--- src/rtl/cpwm_pkg.sv ---
package cpwm_pkg;
   typedef enum logic [2:0] {
      ADR_MATCH_HI  = 3'd0,
      ADR_MATCH_LO  = 3'd1,
      ADR_RELOAD_HI = 3'd2,
      ADR_RELOAD_LO = 3'd3,
      ADR_CTRL      = 3'd4,
      ADR_DEAD      = 3'd5
   } cpwm_addr_e;

   localparam int CTRL_EN_BIT  = 7;
   localparam int CTRL_POL_BIT = 6;
endpackage

--- src/rtl/cpwm_prescale.sv ---
module cpwm_prescale #(
   parameter int PS_W = 3
) (
   input  logic                        clk,
   input  logic                        rst_n,
   input  logic                        run,
   input  logic [(PS_W>0?PS_W:1)-1:0]  sel,
   output logic                        tick
);
   localparam int DIV_W = (PS_W > 0) ? (2**PS_W) - 1 : 1;

   generate
      if (PS_W == 0) begin : g_nodiv
         logic unused_sel;
         assign unused_sel = ^sel;
         assign tick = run;
      end else begin : g_div
         logic [DIV_W-1:0] div_q;
         logic [DIV_W-1:0] mask;
         // terminal count is 2^sel - 1
         assign mask = ~({DIV_W{1'b1}} << sel);
         assign tick = run && (div_q == mask);

         always_ff @(posedge clk or negedge rst_n) begin
            if (!rst_n)       div_q <= '0;
            else if (!run)    div_q <= '0;
            else if (tick)    div_q <= '0;
            else              div_q <= div_q + 1'b1;
         end
      end
   endgenerate
endmodule

--- src/rtl/cpwm_core.sv ---
module cpwm_core #(
   parameter int CNT_W = 16
) (
   input  logic             clk,
   input  logic             rst_n,
   input  logic             en,
   input  logic             tick,
   input  logic             pol,
   input  logic [CNT_W-1:0] match_stage,
   input  logic [CNT_W-1:0] reload_stage,
   output logic             raw_p,
   output logic             raw_n,
   output logic             irq,
   output logic [CNT_W-1:0] cnt,
   output logic             reload_evt,
   output logic [CNT_W-1:0] match_live
);
   localparam logic [CNT_W-1:0] START = CNT_W'(1);

   logic [CNT_W-1:0] reload_live;
   logic             past_match;

   assign reload_evt = tick && (cnt == reload_live);
   assign past_match = (cnt >= match_live);
   assign raw_p      = en &  (pol ^ past_match);
   assign raw_n      = en & ~(pol ^ past_match);

   always_ff @(posedge clk or negedge rst_n) begin
      if (!rst_n) begin
         cnt         <= START;
         match_live  <= '0;
         reload_live <= '0;
         irq         <= 1'b0;
      end else begin
         irq <= en && reload_evt;
         if (!en) begin
            cnt         <= START;
            match_live  <= match_stage;
            reload_live <= reload_stage;
         end else if (reload_evt) begin
            cnt         <= START;
            match_live  <= match_stage;
            reload_live <= reload_stage;
         end else if (tick) begin
            cnt <= cnt + 1'b1;
         end
      end
   end
endmodule

--- src/rtl/cpwm_deadband.sv ---
module cpwm_deadband #(
   parameter int DB_W   = 8,
   parameter int DB_MAX = 128
) (
   input  logic            clk,
   input  logic            rst_n,
   input  logic            raw,
   input  logic [DB_W-1:0] dly,
   output logic            out
);
   localparam logic [DB_W-1:0] LIMIT = DB_W'(DB_MAX);

   logic [DB_W-1:0] dly_c;
   logic [DB_W-1:0] held_q;

   assign dly_c = (dly > LIMIT) ? LIMIT : dly;
   assign out   = raw && (held_q >= dly_c);

   always_ff @(posedge clk or negedge rst_n) begin
      if (!rst_n)              held_q <= '0;
      else if (!raw)           held_q <= '0;
      else if (held_q < dly_c) held_q <= held_q + 1'b1;
   end
endmodule

--- src/rtl/cpwm_timer.sv ---
module cpwm_timer #(
   parameter int CNT_W  = 16,
   parameter int PS_W   = 3,
   parameter int DB_W   = 8,
   parameter int DB_MAX = 128
) (
   input  logic       clk,
   input  logic       rst_n,
   input  logic       wr_en,
   input  logic [2:0] wr_addr,
   input  logic [7:0] wr_data,
   output logic       pwm_o,
   output logic       pwm_n_o,
   output logic       irq_o
);
   import cpwm_pkg::*;

   localparam int PSW = (PS_W > 0) ? PS_W : 1;
   localparam int HI_W = CNT_W - 8;

   generate
      if (CNT_W <= 8 || CNT_W > 16) begin : g_bad_cnt
         $error("cpwm_timer: CNT_W must be 9..16");
      end
      if (PS_W > 3) begin : g_bad_ps
         $error("cpwm_timer: PS_W must be 0..3");
      end
      if (DB_MAX >= 2**DB_W) begin : g_bad_db
         $error("cpwm_timer: DB_MAX must fit in DB_W bits");
      end
   endgenerate

   logic [CNT_W-1:0] match_stage, reload_stage;
   logic             ctl_en, ctl_pol;
   logic [PSW-1:0]   ctl_sel;
   logic [DB_W-1:0]  dead_q;

   always_ff @(posedge clk or negedge rst_n) begin
      if (!rst_n) begin
         match_stage  <= '0;
         reload_stage <= '0;
         ctl_en       <= 1'b0;
         ctl_pol      <= 1'b0;
         ctl_sel      <= '0;
         dead_q       <= '0;
      end else if (wr_en) begin
         case (wr_addr)
            ADR_MATCH_HI:  match_stage[CNT_W-1:8]  <= wr_data[HI_W-1:0];
            ADR_MATCH_LO:  match_stage[7:0]        <= wr_data;
            ADR_RELOAD_HI: reload_stage[CNT_W-1:8] <= wr_data[HI_W-1:0];
            ADR_RELOAD_LO: reload_stage[7:0]       <= wr_data;
            ADR_CTRL: begin
               ctl_en  <= wr_data[CTRL_EN_BIT];
               ctl_pol <= wr_data[CTRL_POL_BIT];
               ctl_sel <= wr_data[PSW-1:0];
            end
            ADR_DEAD:      dead_q <= DB_W'(wr_data);
            default: ;
         endcase
      end
   end

   logic             tick;
   logic             raw_p, raw_n;
   logic [CNT_W-1:0] core_cnt, core_match_live;
   logic             core_reload_evt;

   cpwm_prescale #(.PS_W(PS_W)) i_prescale (
      .clk  (clk),
      .rst_n(rst_n),
      .run  (ctl_en),
      .sel  (ctl_sel),
      .tick (tick)
   );

   cpwm_core #(.CNT_W(CNT_W)) i_core (
      .clk         (clk),
      .rst_n       (rst_n),
      .en          (ctl_en),
      .tick        (tick),
      .pol         (ctl_pol),
      .match_stage (match_stage),
      .reload_stage(reload_stage),
      .raw_p       (raw_p),
      .raw_n       (raw_n),
      .irq         (irq_o),
      .cnt         (core_cnt),
      .reload_evt  (core_reload_evt),
      .match_live  (core_match_live)
   );

   logic [1:0] raw_pair, out_pair;
   assign raw_pair = {raw_n, raw_p};

   genvar ch;
   generate
      for (ch = 0; ch < 2; ch++) begin : g_dead
         cpwm_deadband #(.DB_W(DB_W), .DB_MAX(DB_MAX)) i_db (
            .clk  (clk),
            .rst_n(rst_n),
            .raw  (raw_pair[ch]),
            .dly  (dead_q),
            .out  (out_pair[ch])
         );
      end
   endgenerate

   assign pwm_o   = out_pair[0];
   assign pwm_n_o = out_pair[1];
endmodule

--- config.mk ---
export PLATFORM = sky130hd
export DESIGN_NAME = cpwm_timer
export DESIGN_NICKNAME = d
export VERILOG_FILES = /design/src/rtl/cpwm_pkg.sv /design/src/rtl/cpwm_prescale.sv /design/src/rtl/cpwm_core.sv /design/src/rtl/cpwm_deadband.sv /design/src/rtl/cpwm_timer.sv
export SDC_FILE = /design/constraint.sdc
export NUM_CORES = 1
export LEC_CHECK = 0
export ABC_AREA = 1
export BUFFER_PORTS_ARGS = -buffer_cell sky130_fd_sc_hd__buf_2
export CORE_MARGIN = 1
export CORE_UTILIZATION = 55
export DETAILED_ROUTE_END_ITERATION = 8
export PLACE_DENSITY = 0.72
export SLEW_MARGIN = 20
export SYNTH_ARGS = -nofsm -noshare
export SYNTH_HDL_FRONTEND = slang
export SYNTH_SLANG_ARGS = --single-unit
--- constraint.sdc ---
create_clock -name clk -period 3.9 [get_ports clk]
set_input_delay 0.195 -clock clk [delete_from_list [all_inputs] [get_ports clk]]
set_output_delay 0.195 -clock clk [all_outputs]
set_load 0.01 [all_outputs]
; Word level (Yosys, flattened, before mapping)
; Index checks and enable logic that the tools add are counted.
[word_totals]
inputBits = 14
ff_bits = 117
out_inout_bits = 3
[classes]
order_cmp = 6
reduce_logical = 12
eq_ne = 11
shift = 1
n_bitwise = 5
addsub = 4
mux = 14
[op_table]
columns = operator, count
row1 = two-way mux 16 bit, 7
row2 = two-way mux 8 bit, 5
row3 = adder 16 x 1 -> 16 bit (second input constant), 1
row4 = adder 8 x 1 -> 8 bit (second input constant), 2
row5 = == test 16 bit, 1
row6 = greater-or-equal comparator 16 bit, 1
row7 = greater-or-equal comparator 8 bit, 2
row8 = < comparator 8 bit, 2
row9 = two-way mux 7 bit, 2
row10 = AND reduction 2 bit, 6
row11 = > comparator 8 bit (second input constant), 1
row12 = adder 7 x 1 -> 7 bit (second input constant), 1
row13 = == test 7 bit, 1
row14 = inverter 7 bit, 1
row15 = << shifter 7 x 3 -> 7 bit (first input constant), 1
row16 = == test 3 x 2 -> 1 bit (second input constant), 2
row17 = == test 3 bit (second input constant), 2
row18 = logical AND 1 bit, 5
row19 = inequality test 2 bit (second input constant), 2
row20 = == test 3 x 1 -> 1 bit (second input constant), 1
row21 = zero test 3 bit, 1
row22 = inequality test 3 x 1 -> 1 bit (second input constant), 1
row23 = bitwise AND 1 bit, 2
row24 = inequality test 2 x 1 -> 1 bit (second input constant), 1
row25 = other kinds (2), 2

; Longest topological paths before layout
[logic_depth]
depth_word = 7
depth_mapped = 18
ltp_nobuf = 18

; By module
; Synthesis repeated with hierarchy kept, for this count alone.
[hier_totals]
cells_unflattened = 925
area_unflattened_um2 = 6832.8
[by_module_without_submodules]
columns = mod, area_each_um2, cells_per_inst, instances
row1 = cpwm_core, 2986.6, 408, 1
row2 = cpwm_timer, 1840.5, 205, 1
row3 = cpwm_deadband, 750.7, 117, 2
row4 = cpwm_prescale, 504.2, 78, 1

; Least setup slack after synthesis
; No wires, ideal clock.
[synth_timing]
path_type = register to output
start = register dead_q[4]
end = output pwm_o
n_path_buf = 0
required_ps = 3705
stages_incl_launch_ff = 13
t_arrival_ps = 2032
path_slack_ps = 1673
path_cell_list = dfrtp_1 -> or3_1 -> nor2_1 -> nor2_1 -> inv_1 -> nand2_1 -> ha_1 -> a21oi_1 -> nor2_1 -> nor2_1 -> nand2_1 -> a41oi_1 -> nor2_1
[synth_via]
elab_chain_len = 4
[synth_rtl]
columns = element, line
row1 = start: declaration, cpwm_timer.sv:36  ; logic [DB_W-1:0] dead_q;
row2 = start signal: assignment, cpwm_timer.sv:57  ; ADR_DEAD: dead_q <= DB_W'(wr_data);
row3 = > comparator 8 bit, cpwm_deadband.sv:16  ; assign dly_c = (dly > LIMIT) ? LIMIT : dly;
row4 = two-way mux 8 bit *, cpwm_deadband.sv:16
row5 = greater-or-equal comparator 8 bit *, cpwm_deadband.sv:17  ; assign out = raw && (held_q >= dly_c);
row6 = logical AND 1 bit *, cpwm_deadband.sv:17
row7 = end: declaration, cpwm_timer.sv:12  ; output logic pwm_o,
; Every way passes the cells marked *; elsewhere a longest branch is shown, timed or not.

; Final worst setup path
; Same ends and word-level chain as after synthesis.

==> reports/metrics.csv <==
stage,metric,value,unit
hold_path,hold_start,wr_data[0],
die,die_area,12400,µm²
grt,grtUsageTotal,26.6,%
synth,yosysWarnings,0,
clocking,cts_tree,yes,
worst_setup_path,critPathSlowestCell,dfrtp_1,
pwr,p_leak,3.85,nW
synth,yosys-top-cells-count,"nand2_1 (261), dfrtp_1 (116), inv_1 (93)",
routing,detail_route.first_pass.iterations,5,
finish,nNetsFinal,907,
worst_setup_path,required,3.70,ns
worst_setup_path,r2r_cells,17,
synth,synth_fp_nets,896,
clocking,clockBufferDepth,2,
hold_path,hold_path.class,in -> reg,
synth,yosys.cell_count.top_type,nand2_1,
worst_setup_path,rr_endpoint,g_dead[1].i_db.held_q[4],
synth,synth_area_leaders,"dfrtp_1 (44%), nand2_1 (15%), ha_1 (6.8%)",
worst_setup_path,cp.arrival,2.81,ns
die,chipHeight,111,µm
timing,tightestPinTransition,0.693,ns
synth,syn-cell-area,6580,µm²
status,status,finished clean,
worst_setup_path,slowest_delay,0.39,ns
pwr,peakVddDrop,0.000351,V
finish,fin_area,7290,µm²
routing,ant_nets,0,
grt,antenna_found_initial,0,
finish,area_delta_synth_final,10.9,%
die,die_x,111,µm
die,ioPinCount,17,
grt,grt_pass1_vias,5447,
synth,ys_types,38,
routing,wl_per_cell,14.6,µm
timing,fmax,333,MHz
grt,grt_start_max_net_pins,78,
worst_setup_path,r2r_setup_slack,1.35,ns
synth,synth_top_area_cell,dfrtp_1,
synth,synth-async-reset-ratio,100,%
hold_path,worstHoldEndpoint,match_stage[0],
timing,finalHoldViolations,0,
synth,ys_seq_area_share,44.5,%
clocking,insertion_delay,0.42,ns
timing,finalCriticalPeriod,3.01,ns
routing,routed_wl,14.8,mm
run,maxCapViolations,0,
pwr,fin_total_pwr,3.82,mW
worst_setup_path,path_max_fanout,5,
timing,maxSlewHeadroom,53.8,%
routing,drc_errors,0,
synth,synth_edf_count,0,
clocking,cts_made_buffers,17,
synth,synth_ff_type,dfrtp_1,
finish,drive_gt1_share,7.36,%
hold_path,holdPathStages,3,
clocking,cts_num_sinks,117,
timing,fin_ws,0.895,ns
place,hpwl,10.2,mm
worst_setup_path,critPathKind,reg -> out,
timing,rsz0062_at_grt,no,
synth,ys_ff_latch,117,
finish,utilization,63.3,%
worst_setup_path,crit_chain,or3_1 -> nor2_1 -> nor2_1 -> inv_1 -> nand2_1 -> ha_1 -> a21oi_1 -> nor2_1 -> nor2_1 -> nand2_1 -> a41oi_1 -> nor2_1 -> buf_2,
routing,route.vias.total,5516,
worst_setup_path,r2r_start,dead_q[4],
clocking,cts_root_buffer,clkbuf_16,
place,dp_slack,1.35,ns
clocking,htree_num_levels,4,
timing,setup_viol,0,
routing,vias_per_cell,5.45,
clocking,clkSlewWorstSetupHoldPaths,0.05,ns
worst_setup_path,path_common_cell,nor2_1,
timing,fin_crit_sh,77.1,%
grt,grt_pass1_wl,25.7,mm
timing,drv_slew,0,
timing,finClkSkew,0.00944,ns
clocking,cts_resized,0,
pwr,power.density,524,nW/µm²
worst_setup_path,startpoint_type,flop,
die,coreArea,11500,µm²
place,io_buffers,16,
timing,setup-tns-final,0,ns
synth,postSynthAreaPerCell,7.77,µm²
place,placed_cell_area,6710,µm²
routing,drt-initial-drc-count,395,
synth,yosys.area.top_type_share,44.1,%
place,gp_congestion,0.863,
die,placementRows,39,
die,initial_core_util,57.1,%
finish,insertedDiodeCount,0,
grt,overflow,0,
synth,syn_inst,846,
worst_setup_path,endpoint_kind,output pin,
==> logic make-up after synthesis <==
family          count (synthesis)  share of synthesized area [%]
buf+inv                       125                           7.86
compound gates                 66                           5.35
simple gates                  463                           30.2
fa+ha+maj                      36                           6.85
xor+xnor                       39                           5.19
flops                         117                           44.5
==> metrics by stage <==
step	instances	hold slack, ns
final	1013	0.161
after global routing	1013	0.184
after CTS	1013	0.154
after detailed placement	980	0.411
after global placement	980	0.406
after floorplan	846	-0.101
==> placed cells by master, fill, tap and decap left out, types with 2 or more instances in the layout <==
cell type	Yosys	final
nand2_1	261	261
dfrtp_1	116	115
inv_1	93	93
nand3_1	82	82
nor2_1	74	74
o21ai_0	47	47
ha_1	36	36
nand4_1	24	24
xor2_1	23	23
clkbuf_16	0	17
xnor2_1	16	16
buf_2	6	15
a21oi_1	11	11
clkinvlp_4	0	6
nor3_1	4	4
inv_2	3	3
nor2_2	3	3
clkbuf_1	11	3
buf_4	1	3
nand3b_1	2	2
nand2_2	2	2
nor3b_1	2	2
a21o_1	2	2
a41oi_1	2	2
o21bai_1	2	2
nor2_4	2	2
clkinv_2	0	2
clkinv_4	0	2
bufinv_16	0	2
==> per-layer routing <==
metal	wire, µm	track usage (%)	vias to the layer above
li1	-	-	2726
met1	6640	33.3	2646
met2	7180	44.3	123
met3	717	7.02	21
met4	239	9.64	0
met5	0	0	-
==> cell type report <==
type	instances	area, µm²
Clock buffer	20	437
Clock inverter	12	133
Fill cell	1005	4220
Inverter	97	364
Multi-Input combinational cell	604	3130
Sequential cell	117	2930
Tap cell	143	179
Timing Repair Buffer	20	119
==> where the power goes <==
group          switching, mW  leakage (nW)  internal (mW)
Clock                  0.568         0.258          0.936
Sequential             0.163          1.53           1.41
Combinational          0.474          2.07          0.270
==> repair_timing <==
item,4_1_cts,5_1_grt
endpoints found under the setup margin,0,0
hold buffers,1,0
setup buffers,0,0
endpoints found under the hold margin,74,0
==> critical path, delay by kind of cell (launching register included) <==
kind                     cells  cell delay, ns
AO/OA/AOI/OAI                2            0.34
adder cells (fa/ha/maj)      1            0.31
buffers and inverters        2            0.25
flip-flops                   1            0.39
AND/OR/NAND/NOR              8            1.11
==> flip-flops by register name, indices dropped and copies added, names as in the netlist, 3 cells and up <==
name / cells
reload_stage: 16
g_dead.i_db.held_q: 16
i_core.reload_live: 16
i_core.match_live: 16
dead_q: 8
match_stage: 16
ctl_sel: 3
i_prescale.g_div.div_q: 7
i_core.cnt: 16
==> worst max path at each step <==
stage	from	to	slack, ns	depth (start not counted)
after global routing	dead_q[4]	pwm_o	0.57	13
after CTS	dead_q[4]	pwm_o	0.88	13
after floorplan	dead_q[4]	pwm_o	1.67	12
after detailed placement	dead_q[4]	pwm_o	1.35	13
final	dead_q[4]	pwm_o	0.89	13
after global placement	dead_q[4]	pwm_o	1.40	13
(Power assumes the default switching activity.)
